**src/rtl/booth_pkg.sv**
```systemverilog
package booth_pkg;

    // Controller state
    typedef enum logic [1:0] {
        ST_IDLE = 2'd0,
        ST_RUN  = 2'd1,
        ST_DONE = 2'd2
    } hs_state_e;

    // One decoded radix-4 digit: sign, magnitude 1 or magnitude 2
    typedef struct packed {
        logic neg;
        logic one;
        logic two;
    } bdigit_t;

endpackage

```
**src/rtl/booth_digit_dec.sv**
```systemverilog
module booth_digit_dec
    import booth_pkg::*;
(
    input  logic [2:0] grp,
    output bdigit_t    dig
);

    always_comb begin
        dig = '0;
        unique case (grp)
            3'b001, 3'b010: dig.one = 1'b1;
            3'b011:         dig.two = 1'b1;
            3'b100:         begin dig.neg = 1'b1; dig.two = 1'b1; end
            3'b101, 3'b110: begin dig.neg = 1'b1; dig.one = 1'b1; end
            default:        dig = '0;   // 000 and 111 select zero
        endcase
    end

endmodule

```
**src/rtl/booth_pp_gen.sv**
```systemverilog
module booth_pp_gen
    import booth_pkg::*;
#(
    parameter int WIDTH = 8,
    parameter int CW    = 3
) (
    input  logic [WIDTH-1:0]   a,
    input  bdigit_t            dig,
    input  logic [CW-1:0]      idx,
    output logic [2*WIDTH-1:0] pp
);

    localparam int PW = 2 * WIDTH;

    logic [PW-1:0] ext;
    logic [PW-1:0] mag;
    logic [PW-1:0] shf;

    always_comb begin
        ext = {{(PW-WIDTH){a[WIDTH-1]}}, a};
        if (dig.two)
            mag = ext << 1;
        else if (dig.one)
            mag = ext;
        else
            mag = '0;
        // weight 4^idx
        shf = mag << {idx, 1'b0};
        pp  = dig.neg ? (~shf + PW'(1)) : shf;
    end

endmodule

```
**src/rtl/booth_hs_ctrl.sv**
```systemverilog
module booth_hs_ctrl
    import booth_pkg::*;
(
    input  logic clk,
    input  logic rst_n,
    input  logic req,
    input  logic acc_last,
    output logic start,
    output logic running,
    output logic complete
);

    hs_state_e state_d, state_q;

    always_comb begin
        state_d = state_q;
        unique case (state_q)
            ST_IDLE: if (req)      state_d = ST_RUN;
            ST_RUN:  if (acc_last) state_d = ST_DONE;
            ST_DONE: if (!req)     state_d = ST_IDLE;
            default:               state_d = ST_IDLE;
        endcase
    end

    always_ff @(posedge clk or negedge rst_n) begin
        if (!rst_n) state_q <= ST_IDLE;
        else        state_q <= state_d;
    end

    assign start    = req && (state_q == ST_IDLE);
    assign running  = (state_q == ST_RUN);
    assign complete = (state_q == ST_DONE);

endmodule

```
**src/rtl/booth_mul_iter.sv**
```systemverilog
module booth_mul_iter
    import booth_pkg::*;
#(
    parameter int WIDTH = 8
) (
    input  logic               clk,
    input  logic               rst_n,
    input  logic               req,
    input  logic [WIDTH-1:0]   mcand,
    input  logic [WIDTH-1:0]   mplier,
    output logic               complete,
    output logic [2*WIDTH-1:0] product
);

    localparam int PW    = 2 * WIDTH;
    localparam int NITER = WIDTH / 2;
    localparam int CW    = $clog2(NITER + 1);

    typedef struct packed {
        logic [WIDTH-1:0] a;      // held multiplicand
        logic [WIDTH:0]   b;      // padded multiplier, shifts right by two
        logic [CW-1:0]    dcnt;   // digits issued by front stage
        logic [PW-1:0]    pp;     // registered partial product
        logic             pp_vld;
        logic [CW-1:0]    acnt;   // partial products accumulated
        logic [PW-1:0]    acc;
    } dp_t;

    dp_t     d, q;
    logic    start, running, acc_last, issue;
    bdigit_t dig;
    logic [PW-1:0] pp_w;

    booth_hs_ctrl u_ctrl (
        .clk      (clk),
        .rst_n    (rst_n),
        .req      (req),
        .acc_last (acc_last),
        .start    (start),
        .running  (running),
        .complete (complete)
    );

    booth_digit_dec u_dec (
        .grp (q.b[2:0]),
        .dig (dig)
    );

    booth_pp_gen #(.WIDTH(WIDTH), .CW(CW)) u_ppg (
        .a   (q.a),
        .dig (dig),
        .idx (q.dcnt),
        .pp  (pp_w)
    );

    assign issue    = running && (q.dcnt != CW'(NITER));
    assign acc_last = running && q.pp_vld && (q.acnt == CW'(NITER - 1));

    always_comb begin
        d = q;
        if (start) begin
            d.a      = mcand;
            d.b      = {mplier, 1'b0};
            d.dcnt   = '0;
            d.acnt   = '0;
            d.pp_vld = 1'b0;
            d.acc    = '0;
        end else if (running) begin
            // front stage: decode one digit
            d.pp_vld = issue;
            if (issue) begin
                d.pp   = pp_w;
                d.b    = q.b >> 2;
                d.dcnt = q.dcnt + CW'(1);
            end
            // back stage: accumulate previous digit
            if (q.pp_vld) begin
                d.acc  = q.acc + q.pp;
                d.acnt = q.acnt + CW'(1);
            end
        end
    end

    always_ff @(posedge clk or negedge rst_n) begin
        if (!rst_n) q <= '0;
        else        q <= d;
    end

    assign product = q.acc;

endmodule

```
**config.mk**
```make
export PLATFORM = sky130hd
export DESIGN_NAME = booth_mul_iter
export DESIGN_NICKNAME = d
export VERILOG_FILES = /design/src/rtl/booth_pkg.sv /design/src/rtl/booth_digit_dec.sv /design/src/rtl/booth_pp_gen.sv /design/src/rtl/booth_hs_ctrl.sv /design/src/rtl/booth_mul_iter.sv
export SDC_FILE = /design/constraint.sdc
export NUM_CORES = 1
export LEC_CHECK = 0
export BUFFER_PORTS_ARGS = -buffer_cell sky130_fd_sc_hd__buf_2
export CAP_MARGIN = 20
export CORE_MARGIN = 5
export CORE_UTILIZATION = 26
export CTS_CLUSTER_SIZE = 25
export DETAILED_ROUTE_END_ITERATION = 12
export PLACE_DENSITY = 0.41
export SYNTH_ARGS = -nofsm -noshare
export SYNTH_HDL_FRONTEND = slang
export SYNTH_HIERARCHICAL = 1
export SYNTH_SLANG_ARGS = --single-unit
```
**constraint.sdc**
```tcl
create_clock -name clk -period 7.05 [get_ports clk]
set_input_delay 1.41 -clock clk [delete_from_list [all_inputs] [get_ports clk]]
set_output_delay 1.41 -clock clk [all_outputs]
set_load 0.1 [all_outputs]
```
## After elaboration in Yosys (flattened, before gate mapping)

Cells that the tools add are included.

| word-level totals | value |
|---|---|
| input bits | 19 |
| register bits after elaboration | 58 |

| cells by class | value |
|---|---|
| shift-type cells | 1 |
| multiplexer cells | 15 |
| add/subtract/negate cells | 4 |
| eq/ne operators | 13 |
| reduce and logical (&&, ||, !) cells | 15 |
| bitwise gates (word level) | 2 |

Operator list:

| kind | count |
|---|---|
| 2-to-1 mux 16 bit | 3 |
| 2-to-1 mux 48 bit | 1 |
| 2-to-1 mux 28 bit | 1 |
| 2-to-1 mux 20 bit | 1 |
| 2-to-1 mux 19 bit | 1 |
| adder 16 x 1 -> 16 bit (second input constant) | 1 |
| adder 16 bit | 1 |
| NOT 16 bit | 1 |
| << shifter 16 x 4 -> 16 bit | 1 |
| 2-to-1 mux 12 bit | 1 |
| == test 3 x 2 -> 1 bit (second input constant) | 3 |
| == test 3 bit (second input constant) | 3 |
| adder 3 x 1 -> 3 bit (second input constant) | 2 |
| 2-to-1 mux 2 bit | 3 |
| one-hot mux 2 bit (3 select lines) | 1 |
| AND reduction 3 bit | 2 |
| nonzero test 2 bit | 3 |
| logical AND 1 bit | 4 |
| inequality test 2 bit (second input constant) | 2 |
| AND reduction 2 bit | 2 |
| OR reduction 4 bit | 1 |
| == test 3 x 1 -> 1 bit (second input constant) | 1 |
| 2-to-1 mux 1 bit | 3 |
| inequality test 3 bit (second input constant) | 1 |
| 7 further kinds | 7 |

## Logic depth before layout (Yosys ltp)

| depth | value |
|---|---|
| depth after elaboration | 12 |
| mapped depth | 13 |

## Hierarchy

Netlist, hierarchy kept.

Modules (own cells, without submodules):

| module | sequential area each (um2) | area each (um2) | cells each | instances |
|---|---|---|---|---|
| booth_mul_iter | 1401.3 | 3139.3 | 310 | 1 |
| booth_pp_gen | 0.0 | 1124.8 | 164 | 1 |
| booth_hs_ctrl | 50.0 | 96.3 | 9 | 1 |
| booth_digit_dec | 0.0 | 31.3 | 5 | 1 |

## Least setup slack after synthesis

No wires, ideal clock.

| timing path | value |
|---|---|
| path kind | register to output |
| start | reg u_ctrl.state_q[0] |
| end | out complete |
| data required time | 5.640 ns |
| arrival | 1.768 ns |
| path slack | 3.872 ns |
| cell stages (with the launch flop) | 2 |
| path buffers | 0 |
| cell sequence | dfrtp_1 > nor2b_1 |

| between the ends | value |
|---|---|
| longest elaborated chain between the ends | 1 |

RTL lines:

| item | RTL line | text |
|---|---|---|
| from (decl) | booth_hs_ctrl.sv:13 | `hs_state_e state_d, state_q;` |
| from (signal assigned) | booth_hs_ctrl.sv:27 | `else state_q <= state_d;` |
| == test 2 bit | booth_hs_ctrl.sv:32 | `assign complete = (state_q == ST_DONE);` |
| to (decl) | booth_mul_iter.sv:11 | `output logic complete,` |

No other way between the ends.

==> impl_metrics.toml <==
[status]
status = "finished, final reports clean"

[synth]
syn_area_per_cell_um2 = 9.00
synth_warnings = 6
ys_seq_area_frac = 0.330
async_reset_ff_frac = 1.00
syn_nets = 528
synth.distinct_cells = 71
synth_edf_count = 0
syn_area_mm2 = 0.00439
synth-seq-cells = 58
synthCells = 488
ys.flop_type = "dfrtp_1"

[timing]
fmax_ghz = 0.274
worst_slack_ps = 3400
timing.slew.headroom = 0.346
finalHoldViolations = 0
tightest_slew_ps = 977
fin_crit_ps = 3650
slew_violations = 0
rsz0062_at_grt = "false"
skew_ps = 7.14
post-route-period-util = 0.517
fin_setup_tns_ps = 0
setup_viol = 0
holdWs_ps = 496

[min_path]
worstHoldPathType = "reg2reg"
holdPathStages = 1

[worst_setup_path]
crit_path_cell_trace = "xor2_1 -> nand2b_1 -> nor3b_1 -> nand2_1 -> ha_1 -> o211ai_1 -> a2bb2oi_2 -> and3_1 -> a311o_1 -> a311oi_1 -> mux2_2"
cp-start-kind = "register"
path_depth = 11
critPathArrivalTime_ps = 3870
crit_fanout = 12
cp_top_family = "simple AND/OR/NAND/NOR gates"
criticalPathCategory = "reg2reg"
cp.required_ps = 7280
crit_buf_inv = 0
endpoint_kind = "register"
rr_worst_depth = 11
slowest_delay_ps = 790
crit_slowest_cell = "xor2_1"

[clocking]
cts_sinks = 58
clk_pin_slew_ps = 50
cts_resized = 0
clk-insertion-delay-late_ps = 340
hold_buffers = 0
clock_path_buffers = 2
cts-buffers-inserted = 9
cts_htree_levels = 3
cts_tree = "yes"
cts_root_buf = "clkbuf_16"
postCtsSetupRepairBufs = 0

[drt]
route.detailed.drc = 0
initialDrtViolationCount = 213
num_vias = 3630
routedWlPerCell_um = 15.2
drtAntennaViolNets = 0
drt_wl_total_um = 11000
routed_via_density = 5.03
drt-pass1-iter-count = 6

[global_routing]
grt_max_degree = 59
met2_usage = 0.179
grt_pass1_wl_um = 18600
grt_pass1_vias = 3545
antenna_found_initial = 0
grt-busiest-layer = "met2"
use_met3 = 0.0290
grt_overflow = 0
track_usage = 0.115
grtUsageMet1 = 0.158

[cells_and_area]
area_growth_syn_to_layout_pct = 12.2
antenna_cells = 0
layout_commonest_cell = "nand2_1"
drive_above_1_share = 0.188
final_cell_mix = "nand2_1, dfrtp_1, buf_2"
fin_nets = 537

[place]
dp_hpwl_um = 7950
gp_congestion = 0.871
portBuffers = 35
dp_slack_ps = 3400

[floorplan]
num_io_pins = 36
rows = 47
die_y_um = 140
fp.dieArea_mm2 = 0.0196
initial_utilization = 0.265
chipWidth_um = 140
design.core.area_mm2 = 0.0166

[flow_run]
maxCapViolations = 0
## logic make-up (layout without fill, tap and decap cells)
family | Yosys count | count (layout) | share of synthesized area
AO/OA/AOI/OAI | 129 | 129 | 0.207
AND/OR/NAND/NOR | 169 | 169 | 0.208
adder cells (fa/ha/maj) | 21 | 21 | 0.0615
multiplexers | 34 | 34 | 0.0843
buffers and inverters | 56 | 69 | 0.0672
flip-flops | 58 | 58 | 0.330
XOR/XNOR | 21 | 21 | 0.0419
## per-stage QoR
step	cells	instance area, um^2	utilization
2_1_floorplan	488	4390	-
3_3_place_gp	705	4640	0.280
3_5_place_dp	705	4640	0.280
4_1_cts	720	4910	0.296
5_1_grt	721	4930	0.297
6_report	721	4930	0.297
## cell usage after synthesis (3+ instances only)
cell,number,area share
o211ai_1,6,0.010
mux2_2,23,0.059
a21oi_1,34,0.039
nor2b_1,7,0.010
and2_1,6,0.0085
inv_1,13,0.011
buf_2,8,0.0091
a31o_2,3,0.0060
o21ai_0,23,0.026
and3_1,8,0.011
dfrtp_1,58,0.33
a32oi_1,11,0.022
nand4_1,7,0.010
mux2i_1,10,0.023
nand3_1,17,0.019
nand2b_1,9,0.013
buf_4,18,0.031
buf_1,3,0.0026
xnor2_1,10,0.020
clkbuf_1,12,0.010
nand2_1,59,0.050
nor2_1,18,0.015
o31ai_1,5,0.0085
a211oi_1,6,0.010
a21o_1,5,0.0085
ha_1,20,0.057
nand3b_1,10,0.017
xor2_1,11,0.022
o21a_1,6,0.010
nor3_1,9,0.010
## worst paths after layout
path                            slack [ps]           endpoint         startpoint
worst max register to register        3400              q[34]              q[40]
worst max-delay path                  3400              q[34]              q[40]
worst min-delay path                   500  u_ctrl/state_q[0]  u_ctrl/state_q[1]
min in group asynchronous             1240         product[1]              rst_n
worst min register to register         500  u_ctrl/state_q[0]  u_ctrl/state_q[1]
max in group asynchronous             5310              q[55]              rst_n
## area by class of cell
class	instances	area (um^2)
well taps	220	275
fillers	1777	11700
inverters	14	52.6
flip-flops and latches	58	1450
repair buffers	40	220
multi-input cells	374	2660
clock buffers	13	260
clock inverters	2	12.5
## flip-flops by register name (all words and copies together), names as in the netlist
register and cells:
u_ctrl/state_q 2, q 40, product 16
## metal layers
layer / vias up / share of wire
met5: - / 0
met4: 0 / 0.015
met3: 16 / 0.046
met2: 85 / 0.45
met1: 1721 / 0.49
li1: 1808 / -
Power is not shown: default switching activity piles up to over one toggle a cycle in this logic, so the estimate is an artifact.
